### src/rtl/ep_out_pkg.sv
package ep_out_pkg;
   typedef enum logic [1:0] {HS_ACK = 2'd0, HS_NAK = 2'd1, HS_STALL = 2'd2} hs_e;
   typedef enum logic [1:0] {RX_IDLE = 2'd0, RX_TOK = 2'd1, RX_DATA = 2'd2} rx_st_e;
   localparam int LO_READY      = 0;
   localparam int LO_OVERRUN    = 2;
   localparam int LO_DATAERR    = 3;
   localparam int LO_STALL_REQ  = 5;
   localparam int LO_STALL_SENT = 6;
   localparam int HI_ISO        = 6;
endpackage

### src/rtl/ep_out_rxtrk.sv
module ep_out_rxtrk
   import ep_out_pkg::*;
#(
   parameter int CNT_W = 11
) (
   input  logic             clk,
   input  logic             rst_n,
   input  logic             rx_token,
   input  logic             rx_sop,
   input  logic             rx_byte_vld,
   input  logic             rx_eop,
   input  logic             rx_crc_err,
   output logic             pkt_done,
   output logic [CNT_W-1:0] pkt_len,
   output logic             pkt_bad
);
   localparam logic [CNT_W-1:0] CNT_MAX = {CNT_W{1'b1}};

   rx_st_e           st_q;
   logic [CNT_W-1:0] cnt_q;
   logic [CNT_W-1:0] cnt_inc;

   always_comb begin
      cnt_inc  = (rx_byte_vld && cnt_q != CNT_MAX) ? cnt_q + 1'b1 : cnt_q;
      pkt_done = (st_q == RX_DATA) && rx_eop;
      pkt_len  = cnt_inc;
      pkt_bad  = rx_crc_err;
   end

   always_ff @(posedge clk or negedge rst_n) begin
      if (!rst_n) begin
         st_q  <= RX_IDLE;
         cnt_q <= '0;
      end else begin
         unique case (st_q)
            RX_IDLE: if (rx_token) st_q <= RX_TOK;
            RX_TOK: if (rx_sop) begin
               st_q  <= RX_DATA;
               cnt_q <= '0;
            end
            RX_DATA: begin
               if (rx_eop) st_q <= RX_IDLE;
               else        cnt_q <= cnt_inc;
            end
            default: st_q <= RX_IDLE;
         endcase
      end
   end
endmodule

### src/rtl/ep_out_slots.sv
module ep_out_slots #(
   parameter int CNT_W  = 11,
   parameter int SLOTS  = 2,
   localparam int IDX_W  = $clog2(SLOTS),
   localparam int HELD_W = $clog2(SLOTS + 1)
) (
   input  logic              clk,
   input  logic              rst_n,
   input  logic              push,
   input  logic              pop,
   input  logic [CNT_W-1:0]  push_len,
   input  logic              push_err,
   output logic [HELD_W-1:0] held,
   output logic [CNT_W-1:0]  head_len,
   output logic              head_err
);
   logic [IDX_W-1:0]  head_q;
   logic [HELD_W-1:0] held_q;
   logic [IDX_W-1:0]  tail;
   logic [CNT_W-1:0]  slot_len [SLOTS];
   logic              slot_err [SLOTS];

   assign tail = head_q + IDX_W'(held_q);

   for (genvar i = 0; i < SLOTS; i++) begin : g_slot
      always_ff @(posedge clk or negedge rst_n) begin
         if (!rst_n) begin
            slot_len[i] <= '0;
            slot_err[i] <= 1'b0;
         end else if (push && tail == IDX_W'(i)) begin
            slot_len[i] <= push_len;
            slot_err[i] <= push_err;
         end
      end
   end

   always_ff @(posedge clk or negedge rst_n) begin
      if (!rst_n) begin
         head_q <= '0;
         held_q <= '0;
      end else begin
         if (pop) head_q <= head_q + 1'b1;
         held_q <= held_q + HELD_W'(push) - HELD_W'(pop);
      end
   end

   assign held     = held_q;
   assign head_len = (held_q != '0) ? slot_len[head_q] : '0;
   assign head_err = (held_q != '0) && slot_err[head_q];
endmodule

### src/rtl/ep_out_csr.sv
module ep_out_csr
   import ep_out_pkg::*;
#(
   parameter int SLOTS = 2,
   localparam int HELD_W = $clog2(SLOTS + 1)
) (
   input  logic              clk,
   input  logic              rst_n,
   input  logic              reg_wr_lo,
   input  logic              reg_wr_hi,
   input  logic [7:0]        reg_wdata,
   input  logic              irq_en,
   input  logic              cfg_dbl_buf,
   input  logic              pkt_done,
   input  logic              pkt_bad,
   input  logic [HELD_W-1:0] held,
   input  logic              head_err,
   output logic              push,
   output logic              pop,
   output logic [7:0]        csr_lo,
   output logic [7:0]        csr_hi,
   output logic              irq,
   output logic              hs_valid,
   output logic [1:0]        hs_code
);
   logic iso_q, stall_q, sts_q, ovr_q, mask_q, cap_q, irq_q, hsv_q;
   hs_e  hsc_q;
   logic free, ovr_set, sts_set, evt, second, hs_v, any_held;
   hs_e  hs_c;

   always_comb begin
      any_held = (held != '0);
      free     = held < (cap_q ? HELD_W'(2) : HELD_W'(1));
      pop      = reg_wr_lo && !reg_wdata[LO_READY] && any_held;
      second   = pop && (held == HELD_W'(2));
      push     = 1'b0;
      ovr_set  = 1'b0;
      sts_set  = 1'b0;
      evt      = 1'b0;
      hs_v     = 1'b0;
      hs_c     = HS_ACK;
      if (pkt_done) begin
         if (iso_q) begin
            evt = 1'b1;
            if (free) push = 1'b1;
            else      ovr_set = 1'b1;
         end else if (stall_q) begin
            hs_v    = 1'b1;
            hs_c    = HS_STALL;
            sts_set = 1'b1;
            evt     = 1'b1;
         end else if (!pkt_bad) begin
            hs_v = 1'b1;
            if (free) begin
               push = 1'b1;
               evt  = 1'b1;
            end else begin
               hs_c = HS_NAK;
            end
         end
      end
   end

   always_ff @(posedge clk or negedge rst_n) begin
      if (!rst_n) begin
         iso_q   <= 1'b0;
         stall_q <= 1'b0;
         sts_q   <= 1'b0;
         ovr_q   <= 1'b0;
         mask_q  <= 1'b0;
         cap_q   <= 1'b0;
         irq_q   <= 1'b0;
         hsv_q   <= 1'b0;
         hsc_q   <= HS_ACK;
      end else begin
         if (!any_held) cap_q <= cfg_dbl_buf;
         if (reg_wr_hi) iso_q <= reg_wdata[HI_ISO];
         if (reg_wr_lo) stall_q <= reg_wdata[LO_STALL_REQ];
         if (sts_set)
            sts_q <= 1'b1;
         else if (reg_wr_lo && !reg_wdata[LO_STALL_SENT])
            sts_q <= 1'b0;
         if (ovr_set)
            ovr_q <= 1'b1;
         else if (reg_wr_lo && !reg_wdata[LO_OVERRUN])
            ovr_q <= 1'b0;
         if (pop || (push && !any_held))
            mask_q <= 1'b1;
         else if (reg_wr_lo && !reg_wdata[LO_DATAERR])
            mask_q <= 1'b0;
         irq_q <= irq_en && (evt || second);
         hsv_q <= hs_v;
         hsc_q <= hs_c;
      end
   end

   always_comb begin
      csr_lo                = '0;
      csr_lo[LO_READY]      = any_held;
      csr_lo[LO_OVERRUN]    = ovr_q;
      csr_lo[LO_DATAERR]    = head_err && mask_q;
      csr_lo[LO_STALL_REQ]  = stall_q;
      csr_lo[LO_STALL_SENT] = sts_q;
      csr_hi                = '0;
      csr_hi[HI_ISO]        = iso_q;
   end

   assign irq      = irq_q;
   assign hs_valid = hsv_q;
   assign hs_code  = hsc_q;
endmodule

### src/rtl/usb_out_ep_ctrl.sv
module usb_out_ep_ctrl
   import ep_out_pkg::*;
#(
   parameter int CNT_W = 11,
   parameter int SLOTS = 2
) (
   input  logic       clk,
   input  logic       rst_n,
   input  logic       rx_token,
   input  logic       rx_sop,
   input  logic       rx_byte_vld,
   input  logic       rx_eop,
   input  logic       rx_crc_err,
   input  logic       irq_en,
   input  logic       cfg_dbl_buf,
   input  logic       reg_wr_lo,
   input  logic       reg_wr_hi,
   input  logic [7:0] reg_wdata,
   output logic [7:0] csr_lo,
   output logic [7:0] csr_hi,
   output logic [7:0] cnt_lo,
   output logic [7:0] cnt_hi,
   output logic       irq,
   output logic       hs_valid,
   output logic [1:0] hs_code
);
   localparam int HELD_W = $clog2(SLOTS + 1);

   if (CNT_W < 8 || CNT_W > 16) begin : g_bad_cnt
      $error("CNT_W must lie between 8 and 16");
   end
   if (SLOTS != 2) begin : g_bad_slots
      $error("SLOTS must be 2");
   end

   logic              pkt_done, pkt_bad, push, pop, head_err;
   logic [CNT_W-1:0]  pkt_len, head_len;
   logic [HELD_W-1:0] held;
   logic [15:0]       cnt16;

   ep_out_rxtrk #(.CNT_W(CNT_W)) u_rx (
      .clk(clk), .rst_n(rst_n), .rx_token(rx_token), .rx_sop(rx_sop),
      .rx_byte_vld(rx_byte_vld), .rx_eop(rx_eop), .rx_crc_err(rx_crc_err),
      .pkt_done(pkt_done), .pkt_len(pkt_len), .pkt_bad(pkt_bad)
   );

   ep_out_slots #(.CNT_W(CNT_W), .SLOTS(SLOTS)) u_slots (
      .clk(clk), .rst_n(rst_n), .push(push), .pop(pop),
      .push_len(pkt_len), .push_err(pkt_bad),
      .held(held), .head_len(head_len), .head_err(head_err)
   );

   ep_out_csr #(.SLOTS(SLOTS)) u_csr (
      .clk(clk), .rst_n(rst_n), .reg_wr_lo(reg_wr_lo), .reg_wr_hi(reg_wr_hi),
      .reg_wdata(reg_wdata), .irq_en(irq_en), .cfg_dbl_buf(cfg_dbl_buf),
      .pkt_done(pkt_done), .pkt_bad(pkt_bad), .held(held), .head_err(head_err),
      .push(push), .pop(pop), .csr_lo(csr_lo), .csr_hi(csr_hi),
      .irq(irq), .hs_valid(hs_valid), .hs_code(hs_code)
   );

   assign cnt16  = 16'(head_len);
   assign cnt_lo = cnt16[7:0];
   assign cnt_hi = cnt16[15:8];
endmodule

### config.mk
export PLATFORM = sky130hd
export DESIGN_NAME = usb_out_ep_ctrl
export DESIGN_NICKNAME = d
export VERILOG_FILES = /design/src/rtl/ep_out_pkg.sv /design/src/rtl/ep_out_rxtrk.sv /design/src/rtl/ep_out_slots.sv /design/src/rtl/ep_out_csr.sv /design/src/rtl/usb_out_ep_ctrl.sv
export SDC_FILE = /design/constraint.sdc
export NUM_CORES = 1
export LEC_CHECK = 0
export ABC_AREA = 1
export BUFFER_PORTS_ARGS = -buffer_cell sky130_fd_sc_hd__buf_2
export CAP_MARGIN = 30
export CORE_MARGIN = 4
export CORE_UTILIZATION = 30
export CTS_CLUSTER_DIAMETER = 50
export CTS_CLUSTER_SIZE = 25
export DETAILED_ROUTE_END_ITERATION = 10
export PLACE_DENSITY_LB_ADDON = 0.08
export SYNTH_ARGS = -nofsm -noshare
export SYNTH_HDL_FRONTEND = slang
export SYNTH_SLANG_ARGS = --single-unit
### constraint.sdc
create_clock -name clk -period 2.23 [get_ports clk]
set_clock_uncertainty 0.2 [all_clocks]
set_input_delay 0.1115 -clock clk [delete_from_list [all_inputs] [get_ports clk]]
set_output_delay 0.1115 -clock clk [all_outputs]
set_load 0.05 [all_outputs]
Yosys cells after proc, flatten, opt, wreduce, memory -nomap -nowiden
Index checks and enable logic that the tools add are counted.
{ "totals": {"wordCells": 108, "mem_count": 0, "in_bits": 19, "out_inout_bits": 36, "romBits": 0, "ff_bits": 50, "latch_bits": 0, "ram_bits": 0} }
{ "classes": {"order_cmp": 2, "n_eq_ne": 8, "multipliers": 0, "n_bitwise": 2, "n_reduce_logical": 29, "div": 0, "addsub": 5, "n_mux": 45, "n_shift": 0} }
{ "ops": {"columns": ["cell", "n"], "rows": [
  ["$mux 11", 7],
  ["$mux 1", 28],
  ["$pmux 11 s2", 1],
  ["$mux 2", 8],
  ["$logic_and 1x1->1", 14],
  ["$add 11x1->11 const B", 1],
  ["$ne 11x11->1 const B", 1],
  ["$reduce_bool 2->1", 5],
  ["$ne 2x2->1 const B", 4],
  ["$pmux 2 s3", 1],
  ["$reduce_and 3->1", 2],
  ["$logic_not 1->1", 5],
  ["$eq 2x2->1 const B", 2],
  ["$add 2x1->2", 1],
  ["$eq 2x1->1 const B", 1],
  ["$ge 2x2->1 const B", 1],
  ["$logic_not 2->1", 1],
  ["$logic_or 1x1->1", 2],
  ["$lt 2x2->1", 1],
  ["$not 1->2", 1],
  ["$sub 2x1->2", 1],
  ["$add 1x1->1", 1],
  ["$add 1x1->1 const B", 1],
  ["$not 1->1", 1]
]} }

Depth between registers and ports, before layout
Gate-level depths: netlist (run 1).
{ "depth": {"word_depth": 10, "depth_mapped": 10, "depth_no_buf": 10} }

Hierarchy
A second synthesis (run 1) with hierarchy kept.
{ "hier_totals": {"hier_cells": 383, "area_unflattened_um2": 3017.9} }
{ "modules_own_cells": {"columns": ["mod", "cells_per_inst", "seq_area_each_um2", "area_per_inst_um2", "n_inst"], "rows": [
  ["ep_out_slots", 167, 675.6, 1418.9, 1],
  ["ep_out_rxtrk", 141, 325.3, 947.2, 1],
  ["ep_out_csr", 69, 250.2, 610.6, 1],
  ["usb_out_ep_ctrl", 6, 0.0, 41.3, 1]
]} }

Worst setup path after synthesis (run 1)
No wires, ideal clock.
{ "synth_timing": {"kind": "reg-to-reg", "start": "register u_slots.held_q[1], in the netlist u_slots.held[1]", "end": "register u_slots.held_q[1], in the netlist u_slots.held[1]", "setup_ns": 0.123, "n_path_buf": 0, "synth_period_minus_slack_ns": 2.010, "required_ns": 1.907, "slack_ns": 0.220, "arrival_time_ns": 1.687, "path_stages_with_launch": 10, "path_cell_list": "dfrtp_1 -> ha_1 -> o21ai_0 -> nand2_1 -> inv_1 -> o211ai_4 -> ha_1 -> inv_1 -> ha_1 -> xnor2_1"} }
{ "synth_via": {"elab_chain_cells": 8, "word_cells_on_any_way": 10, "classes_between": "add/sub: 2; order compare: 1; mux: 5; reduce/logical: 2"} }
{ "synth_lines": {"columns": ["element", "line", "text"], "rows": [
  ["from (decl)", "ep_out_slots.sv:18", "logic [HELD_W-1:0] held_q;"],
  ["from (signal assigned)", "ep_out_slots.sv:43", "held_q <= held_q + HELD_W'(push) - HELD_W'(pop);"],
  ["$lt 2x2->1", "ep_out_csr.sv:33", "free = held < (cap_q ? HELD_W'(2) : HELD_W'(1));"],
  ["$mux 1", "ep_out_csr.sv:45, ep_out_csr.sv:54", null],
  ["$mux 1", "ep_out_csr.sv:52", "end else if (!pkt_bad) begin"],
  ["$mux 1", "ep_out_csr.sv:47", "end else if (stall_q) begin"],
  ["$mux 1", "ep_out_csr.sv:43", "if (iso_q) begin"],
  ["$mux 1", "ep_out_csr.sv:42", "if (pkt_done) begin"],
  ["$add 2x1->2", "ep_out_slots.sv:43", null],
  ["$sub 2x1->2 *", "ep_out_slots.sv:43", null]
]} }
Mark *: on every way between the ends. The rest lies on a longest branch, timed or not.
A chain may end at the register's enable or synchronous reset.

Worst setup path in the final report (run 1)
{ "layout_timing": {"start": "register u_slots.held_q[0], in the netlist u_slots.held[0]", "end": "register u_csr.irq_q, in the netlist u_csr.irq"} }
{ "layout_via": {"word_cells_on_any_way": 12, "classes_between": "order compare: 1; eq/ne: 1; mux: 5; reduce/logical: 5"} }
{ "layout_rtl": {"columns": ["element", "line", "text"], "rows": [
  ["$reduce_bool 2->1", "ep_out_csr.sv:32", "any_held = (held != '0);"],
  ["$logic_and 1x1->1", "ep_out_csr.sv:34", "pop = reg_wr_lo && !reg_wdata[LO_READY] && any_held;"],
  ["via pop", "usb_out_ep_ctrl.sv:36", "logic pkt_done, pkt_bad, push, pop, head_err;"],
  ["$logic_and 1x1->1", "ep_out_csr.sv:35", "second = pop && (held == HELD_W'(2));"],
  ["$logic_or 1x1->1", "ep_out_csr.sv:91", "irq_q <= irq_en && (evt || second);"],
  ["$logic_and 1x1->1", "ep_out_csr.sv:91", null],
  ["to (signal assigned)", "ep_out_csr.sv:91", null],
  ["to (decl)", "ep_out_csr.sv:26", "logic iso_q, stall_q, sts_q, ovr_q, mask_q, cap_q, irq_q, hsv_q;"]
]} }
The timed path passes the listed nets, and every way through them passes these cells.

==> metrics.yaml, run 1 <==
seqCellArea_sq_um: 1250
clkSinkCount: 50
grt_pass1_wl_mm: 11.4
tightest_slew_ns: 0.609
yosysWarnings: 0
post-route-cell-area_sq_um: 3300
synth_edf_count: 0
initial_core_util_pct: 31.4
max-vdd-ir-drop_mv: 0.408
ys_seq_area_share_pct: 44.9
relSlewSlack_pct: 59.4
slowest_delay_ns: 0.55
holdCritStartpoint: "rx_eop"
status: "finished clean"
portBuffers: 36
rsz0062_at_grt: "false"
r2r_slack_ns: 0.17
avgSynthCellArea_sq_um: 7.68
leakage_nw: 1.73
overflow: 0
setup_tns_ns: 0
layout.nets: 439
fmax_ghz: 0.484
drc: 0
cts_buffer_depth: 2
worstPathCellList: "nor2_1 -> nor3_4 -> inv_2 -> or2_2 -> a21boi_1 -> dlygate4sd3_1"
crit_path_end_kind: "flop"
clk_latency_ns: 0.30
fill_cells: 968
first_iter_violations: 93
timing.final.crit_share_pct: 92.6
reg2reg_to: "u_csr.irq"
row_count: 34
mostFrequentLayoutCells: "nand2_1 (165), dfrtp_1 (50), buf_2 (36)"
area_growth_pct: 18.2
synthFlopType: "dfrtp_1"
syn_area_sq_um: 2790
clk_pin_slew_ns: 0.10
arrival_ns: 2.11
gr-usage-all-layers_pct: 12.7
drive_above_1_share_pct: 17.0
hold_path.class: "primary input to flop"
htree_levels: 2
layout_commonest_cell: "nand2_1"
hpwl_mm: 4.78
syn_inst: 363
drt_first_pass_iters: 4
die_h_um: 104
async_flop_share_pct: 100
post_dp_cell_area_sq_um: 3020
root_buffer: "clkbuf_8"
setup_violations: 0
p_per_area_nw_per_um2: 892
n_antenna_cell: 0
grt_max_degree: 27
wire_per_inst_um: 12.6
r2r_cells: 6
boundaryPins: 55
total_power_mw: 2.94
die-area_sq_um: 10900
coreArea_sq_um: 8890
hold_path_depth: 3
first_global_vias: 2244
ys_types: 35
ant_nets: 0
post_cts_buffers: 0
antenna_found_initial: 0
report.final.hold_viol_count: 0
rr_startpoint: "u_slots.held[0]"
critPathMaxFanout: 5
required_ns: 2.28
drv_cap: 0
period_minus_slack_ns: 2.06
wirelength_mm: 6.63
drv_slew: 0
vias: 2339
crit_slowest_cell: "dlygate4sd3_1"
cp-start-kind: "flop"
post-route-util_pct: 37.1
holdPathEnd: "u_rx.st_q[1]"
ys_seq_elements: 50
die_w_um: 104
avgViaCountPerCell: 4.46
cts_buffers: 5
place.gp.congestion: 0.766
multi_input_area_sq_um: 1260
cts_tree: "done"
worstSetupPathType: "flop to flop"
## cells in the mapped netlist (all sizes together) (2+ instances only)
master     n  area [sq um]
nand4      5          31.3
clkbuf     3          11.3
buf       26           201
xnor2      3          33.8
ha         4          50.1
dfrtp     50          1250
or2        2          12.5
xor2       5          51.3
nand2    166           626
nor3       3          26.3
nand3      8          40.0
nor2      21           106
a21oi     13          65.1
o21ai     16          91.3
o2111ai    2          23.8
inv       29           109
## state kept, by name, indices dropped and copies added (netlist names), 2 cells and up
register          cells
u_slots.slot_len     22
u_rx.cnt_q           11
u_csr.hs_code         2
u_rx.st_q             2
u_slots.held          2
u_slots.slot_err      2
## through the flow
| step | setup WS, ns | hold slack (ns) | std cells |
|---|---|---|---|
| 5_1_grt | 0.00864 | 0.0548 | 525 |
| 3_3_place_gp | 0.154 | -0.0424 | 500 |
| 6_report | 0.166 | 0.0103 | 525 |
| 3_5_place_dp | 0.0915 | -0.0366 | 500 |
| 2_1_floorplan | 0.220 | -0.384 | 377 |
| 4_1_cts | 0.0803 | 0.0159 | 525 |
## how the worst max path moves through the flow
stage                     from              end  slack (ns)  cells after the start
3_5_place_dp   u_slots.held[1]  u_slots.held[1]        0.09                      9
3_3_place_gp   u_slots.held[1]  u_slots.held[1]        0.15                      9
6_report       u_slots.held[0]        u_csr.irq        0.17                      6
2_1_floorplan  u_slots.held[1]  u_slots.held[1]        0.22                      9
5_1_grt        u_slots.held[1]  u_slots.held[1]       0.009                      9
4_1_cts        u_slots.held[1]  u_slots.held[1]        0.08                      9
## layer usage
layer / vias to the layer above / track usage [%] / part of all wire (%)
met4: 0 / 2.85 / 0.92
met5: - / 0 / 0
met2: 40 / 21.1 / 46
met3: 5 / 2.17 / 2.8
li1: 1198 / - / -
met1: 1096 / 17.4 / 50
## worst max-delay path, delay by kind of cell, from the launching register on
kind / cells / cell delay [ns]
AND/OR/NAND/NOR: 3 / 0.62
buffers and inverters: 2 / 0.58
flip-flops: 1 / 0.47
AO/OA/AOI/OAI: 1 / 0.13
## logic make-up after synthesis
family                   count (synthesis)  synth area share [%]
buffers and inverters                   59                  11.7
AND/OR/NAND/NOR                        206                  30.4
adder cells (fa/ha/maj)                  4                  1.80
XOR/XNOR                                 8                  3.05
flip-flops                              50                  44.9
AO/OA/AOI/OAI                           35                  8.03
other                                    1                 0.135
## layout make-up
cell class,count,share of cell area [%]
Timing Repair Buffer,61,12.8
Clock inverter,2,1.14
Tap cell,108,4.10
Inverter,30,3.42
Sequential cell,50,38.0
Multi-Input combinational cell,268,38.3
Clock buffer,6,2.20
## where the power goes
part	switching, mW	leakage [nW]	internal, mW	total (mW)
sequential	0.139	0.676	1.05	1.19
clock	0.311	0.0514	0.335	0.647
combinational	0.772	0.999	0.331	1.10
## what timing repair did
action	CTS	global route
resized for setup	0	2
endpoints found under the setup margin	0	25
hold endpoints to repair	37	0
hold buffers	17	0
Note: power is estimated with default switching activity, not from simulation.
==> inputs of run 2 (changes only) <==
- PLACE_DENSITY: unset -> 0.45
- PLACE_DENSITY_LB_ADDON: 0.08 -> unset
==> run 2 against run 1 <==
Compared with the run above:
- setup slack better by 0.022 ns
- sequential cell count unchanged
- hold slack gained 0.0020 ns
- global-route usage is 0.071 points lower
- final area about the same
- total power up 0.21%
- critical path depth is the same
- count of clock-buffer cells in the layout decreased by 1
- combinational power barely moved
- critical path type unchanged
==> metrics.yaml, run 2 (synthesis results as in run 1) <==
setup_violations: 0  # unchanged
die_h_um: 104  # unchanged
timing.final.crit_share_pct: 91.6  # -0.97 points
setup_tns_ns: 0  # unchanged
required_ns: 2.27  # about the same
ant_nets: 0  # unchanged
rsz0062_at_grt: "false"
post-route-util_pct: 37.1  # about the same
boundaryPins: 55  # unchanged
wire_per_inst_um: 12.7  # +0.72%
arrival_ns: 2.09  # -0.02 ns
hold_path.class: "primary input to flop"
relSlewSlack_pct: 60.5  # +1.1 points
total_power_mw: 2.94  # +0.21%
row_count: 34  # unchanged
tightest_slew_ns: 0.593  # -0.0163 ns
p_per_area_nw_per_um2: 893  # +0.18%
first_global_vias: 2229  # -0.67%
grt_max_degree: 28  # +3.7%
clkSinkCount: 50  # unchanged
critPathMaxFanout: 5  # unchanged
r2r_slack_ns: 0.19  # +0.02 ns
largest_reg_flops: 22  # unchanged
max-vdd-ir-drop_mv: 0.372  # -9.0%
die_w_um: 104  # unchanged
top_register: "u_slots.slot_len"
instances_no_fill: 524  # -0.19%
avgViaCountPerCell: 4.43  # -0.49%
place_ws_ns: 0.125  # +0.0334 ns
n_antenna_cell: 0  # unchanged
antenna_found_initial: 0  # unchanged
die-area_sq_um: 10900  # unchanged
fmax_ghz: 0.490  # +1.1%
period_minus_slack_ns: 2.04  # -0.0217 ns
clk_latency_ns: 0.30  # about the same
drc: 0  # unchanged
initial_core_util_pct: 31.4  # unchanged
worstSetupPathType: "flop to flop"
post_cts_buffers: 0  # unchanged
placed_cells: 499  # -0.20%
wirelength_mm: 6.66  # +0.53%
cts_buffers: 5  # unchanged
setup_slack_ns: 0.187  # +0.0217 ns
area_growth_pct: 18.3  # about the same
crit_path_end_kind: "flop"
post-route-cell-area_sq_um: 3300  # about the same
root_buffer: "clkbuf_8"
hpwl_mm: 4.73  # -0.94%
cts_tree: "done"
layout.nets: 438  # -0.23%
overflow: 0  # unchanged
report.final.hold_viol_count: 0  # unchanged
drv_slew: 0  # unchanged
leakage_nw: 1.72  # -0.68%
cts_buffer_depth: 2  # unchanged
clk_pin_slew_ns: 0.10  # about the same
status: "finished clean"
coreArea_sq_um: 8890  # unchanged
layout_commonest_cell: "nand2_1"
place.gp.congestion: 0.746  # -2.6%
drv_cap: 0  # unchanged
drive_above_1_share_pct: 17.5  # +0.52 points
top_regs: "u_slots.slot_len (22), u_rx.cnt_q (11)"
vias: 2323  # -0.68%
htree_levels: 2  # unchanged
timing.hold.ws_ns: 0.0122  # +0.00198 ns
mostFrequentLayoutCells: "nand2_1 (165), dfrtp_1 (49), buf_2 (36)"
post_dp_cell_area_sq_um: 3010  # -0.25%
grt_pass1_wl_mm: 11.2  # -1.2%
portBuffers: 36  # unchanged
first_iter_violations: 56  # -40%
drt_first_pass_iters: 5  # +1
gr-usage-all-layers_pct: 12.7  # -0.071 points
cp-start-kind: "flop"
==> run 2: area by class of cell <==
class | instances | area [sq um]
well taps | 108 | 135
flip-flops and latches | 50 | 1250
clock inverters | 3 | 45.0
repair buffers | 60 | 415
fillers | 948 | 5590
multi-input cells | 268 | 1260
clock buffers | 5 | 68.8
inverters | 30 | 116
==> run 2: layer usage <==
layer	vias to the layer above	GRT usage, %	wire [um]
li1	1189	-	-
met1	1092	17.6	3210
met2	40	20.3	3190
met3	2	2.42	226
met4	0	3.13	36
met5	-	0	0
==> run 2: final timing paths <==
path / from / endpoint / depth (start not counted)
setup / recovery: u_slots.held[0] / u_csr.irq / 6
hold / removal: rx_eop / u_rx.st_q[1] / 3
setup reg to reg: u_slots.held[0] / u_csr.irq / 6
hold reg to reg: u_slots.slot_len[6] / u_slots.slot_len[6] / 2
max in group asynchronous: rst_n / u_slots.slot_len[21] / 3
min in group asynchronous: rst_n / u_csr.hs_code[1] / 2
==> run 2: what timing repair did <==
item	in CTS	in global routing
gates resized for setup	0	4
setup endpoints to repair	0	11
endpoints found under the hold margin	36	0
hold buffers	17	0
==> run 2: worst max-delay path, cell delays in order, from the launching register on <==
cell and delay (ns):
dfrtp_1 0.47, nor2_1 0.11, nor3_4 0.22, inv_2 0.04
or2_2 0.27, a21boi_1 0.13, dlygate4sd3_1 0.55
==> run 2: power by group <==
group | internal (mW) | total (mW) | switching [mW]
sequential | 1.05 | 1.20 | 0.149
clock | 0.334 | 0.658 | 0.324
combinational | 0.322 | 1.09 | 0.765
==> inputs of run 3 (changes only) <==
- ABC_AREA: 1 -> unset
==> run 3 against run 2 <==
Compared with the run above:
- final cell count shrank 14%
- combinational power grew 26%
- count of clock-buffer cells in the layout grew 1
- critical endpoint is now u_slots.slot_len[8]
- largest power group is now combinational logic
- global-route usage shrank 0.084 points
- sequential power is essentially flat
- clock power shrank 3%
==> metrics.yaml, run 3 <==
row_count: 34  # unchanged
setup_slack_ns: 0.101  # -0.0863 ns
die_h_um: 103  # -1.4%
tightest_slew_ns: 0.661  # +0.0681 ns
rsz0062_at_grt: "false"
syn_inst: 281  # -23%
timing.final.crit_share_pct: 95.5  # +3.9 points
overflow: 0  # unchanged
drive_above_1_share_pct: 24.2  # +6.7 points
period_minus_slack_ns: 2.13  # +0.0863 ns
relSlewSlack_pct: 56.0  # -4.5 points
vias: 2143  # -7.7%
cts_buffer_depth: 2  # unchanged
top_register: "u_slots.slot_len"
cts_buffers: 5  # unchanged
wl_met2_mm: 3.18  # -0.13%
avgSynthCellArea_sq_um: 9.63  # +25%
die_w_um: 103  # -1.4%
ant_nets: 0  # unchanged
n_antenna_cell: 0  # unchanged
report.final.hold_viol_count: 0  # unchanged
holdCritStartpoint: "reg_wr_lo"
synthFlopType: "dfrtp_1"
yosysWarnings: 0  # unchanged
first_iter_violations: 86  # +54%
wirelength_mm: 6.54  # -1.9%
p_per_area_nw_per_um2: 960  # +7.5%
cts_tree: "done"
setup_tns_ns: 0  # unchanged
ys_seq_area_share_pct: 46.3  # +1.4 points
first_global_vias: 2125  # -4.7%
avgViaCountPerCell: 4.75  # +7.2%
clockPowerShare_pct: 20.1  # -2.2 points
cp-start-kind: "flop"
clk_pin_slew_ns: 0.09  # about the same
clkSinkCount: 50  # unchanged
fmax_ghz: 0.470  # -4.1%
mostFrequentLayoutCells: "dfrtp_1 (50), buf_2 (36), nor2_1 (25), nand2_1 (25), buf_4 (20)"
area_growth_pct: 23.0
r2r_cells: 7  # +1
synthTopCellsByArea: "dfrtp_1 (46%), buf_4 (5.6%), mux2i_1 (5.6%), mux2_2 (3.7%), nor2_1 (3.6%)"
crit_path_end_kind: "flop"
hold_path_depth: 3  # unchanged
top_regs: "u_slots.slot_len (22), u_rx.cnt_q (11)"
holdPathEnd: "u_csr.irq"
grt_max_degree: 28  # unchanged
power_switching_mw: 1.27  # +2.8%
rr_startpoint: "u_csr.cap_q"
place_ws_ns: 0.0647  # -0.0602 ns
synth_edf_count: 0  # unchanged
coreArea_sq_um: 8760  # -1.4%
ys_seq_elements: 50  # unchanged
p_sw_share_pct: 39.8  # -2.2 points
leakage_nw: 1.60  # -6.6%
r2r_slack_ns: 0.10  # -0.09 ns
portBuffers: 36  # unchanged
yosysMostFrequentCell: "dfrtp_1"
antenna_found_initial: 0  # unchanged
worstSetupPathType: "flop to flop"
reg2reg_to: "u_slots.slot_len[8]"
wire_per_inst_um: 14.5  # +14%
drv_cap: 0  # unchanged
gr-usage-all-layers_pct: 12.6  # -0.084 points
grt_pass1_wl_mm: 10.5  # -6.5%
power_frac_seq_pct: 37.0  # -3.7 points
p_int_mw: 1.92  # +13%
boundaryPins: 55  # unchanged
place.gp.congestion: 0.789  # +5.8%
largest_reg_flops: 22  # unchanged
initial_core_util_pct: 30.9  # -0.49 points
total_power_mw: 3.19  # +8.5%
async_flop_share_pct: 100  # unchanged
synth_top_area_cell: "dfrtp_1"
arrival_ns: 2.12  # +0.03 ns
fill_cells: 891  # -6.0%
clk_latency_ns: 0.30  # about the same
post-route-cell-area_sq_um: 3330  # +0.95%
timing.hold.ws_ns: 0.0452  # +0.0330 ns
drv_slew: 0  # unchanged
drc: 0  # unchanged
root_buffer: "clkbuf_8"
setup_violations: 0  # unchanged
status: "finished clean"
layout_commonest_cell: "dfrtp_1"
required_ns: 2.22  # -0.05 ns
hold_path.class: "primary input to flop"
die-area_sq_um: 10600  # -2.7%
drt-met1-wl_mm: 3.07  # -4.4%
syn_area_sq_um: 2710  # -3.0%
critPathMaxFanout: 11  # +6
routed.top_layer: "met4"
htree_levels: 2  # unchanged
synth_top_area_share_pct: 46.3  # +1.4 points
layout.nets: 365  # -17%
post_dp_cell_area_sq_um: 3010  # +0.17%
max-vdd-ir-drop_mv: 0.586  # +58%
pwr-share-comb_pct: 42.9  # +6.0 points
wl_met3_um: 243  # +7.5%
drt_first_pass_iters: 4  # -1
hpwl_mm: 4.79  # +1.2%
synth_commonest_cells: "dfrtp_1 (50), nor2_1 (26), nand2_1 (25), buf_4 (20), mux2i_1 (15)"
ys_types: 53  # +51%
==> run 3: cell types whose count changed after synthesis, sizes merged, moves of 4 or more <==
cell    delta
nand2    -141
inv       -16
mux2i     +15
a31oi     +10
mux2      +10
o21ai      +6
nor2       +5
clkbuf     +4
nor4       +4
==> run 3: power groups by stage <==
stage,logic (mW),clock network (mW),registers [mW]
2_1_floorplan,0.942,0,1.20
3_3_place_gp,1.27,0,1.20
3_5_place_dp,1.28,0,1.20
4_1_cts,1.32,0.670,1.18
5_1_grt,1.50,0.712,1.21
6_report,1.37,0.641,1.18
==> run 3: worst max-delay path by stage <==
stage               startpoint                   to  slack (ns)  cells after the start
2_1_floorplan  u_slots.held[1]      u_slots.held[1]        0.14                      9
3_3_place_gp   u_slots.held[1]      u_slots.held[1]         0.1                      9
3_5_place_dp   u_slots.held[1]      u_slots.held[1]        0.06                      9
4_1_cts        u_slots.held[1]      u_slots.held[1]        0.03                      9
5_1_grt            u_csr.cap_q      u_slots.held[1]        0.01                     10
6_report           u_csr.cap_q  u_slots.slot_len[8]        0.10                      7
==> run 3: kinds of logic after synthesis <==
kind of cell / Yosys count / share of synthesized area, %
buffers and inverters: 46 / 9.48
adder cells (fa/ha/maj): 4 / 1.85
flip-flops: 50 / 46.3
AND/OR/NAND/NOR: 87 / 16.3
AO/OA/AOI/OAI: 61 / 14.0
other: 1 / 0.139
XOR/XNOR: 7 / 2.27
multiplexers: 25 / 9.71
==> run 3: critical path, stage by stage (launching register included) <==
cell and delay (ns):
dfrtp_1 0.37, inv_1 0.06, ha_1 0.28, o21a_4 0.14, buf_4 0.13, nor4_2 0.25, buf_4 0.24, mux2_2 0.35
==> run 3: repair_timing <==
item	in CTS	in global routing
hold buffers	17	0
buffers inserted	0	2
hold endpoints to repair	38	0
gates resized for setup	0	5
endpoints found under the setup margin	0	2
==> run 3: routing by layer <==
| layer | GRT usage, % | vias up |
|---|---|---|
| met1 | 16.7 | 1028 |
| met5 | 0 | - |
| met2 | 21.5 | 37 |
| met4 | 2.39 | 0 |
| li1 | - | 1073 |
| met3 | 2.37 | 5 |
==> run 3: stage by stage <==
step,utilization [%],instances
floorplan,-,295
global placement,34.4,424
detailed placement,34.4,424
CTS,37.6,449
global route,38.0,451
finish,38.0,451
==> run 3: area by class of cell <==
class / instances / area [sq um] / area share (%)
Sequential cell: 50 / 1250 / 37.6
Tap cell: 108 / 135 / 4.06
Timing Repair Buffer: 73 / 500 / 15.0
Inverter: 13 / 48.8 / 1.47
Clock inverter: 2 / 37.5 / 1.13
Multi-Input combinational cell: 199 / 1280 / 38.5
Clock buffer: 6 / 72.6 / 2.18
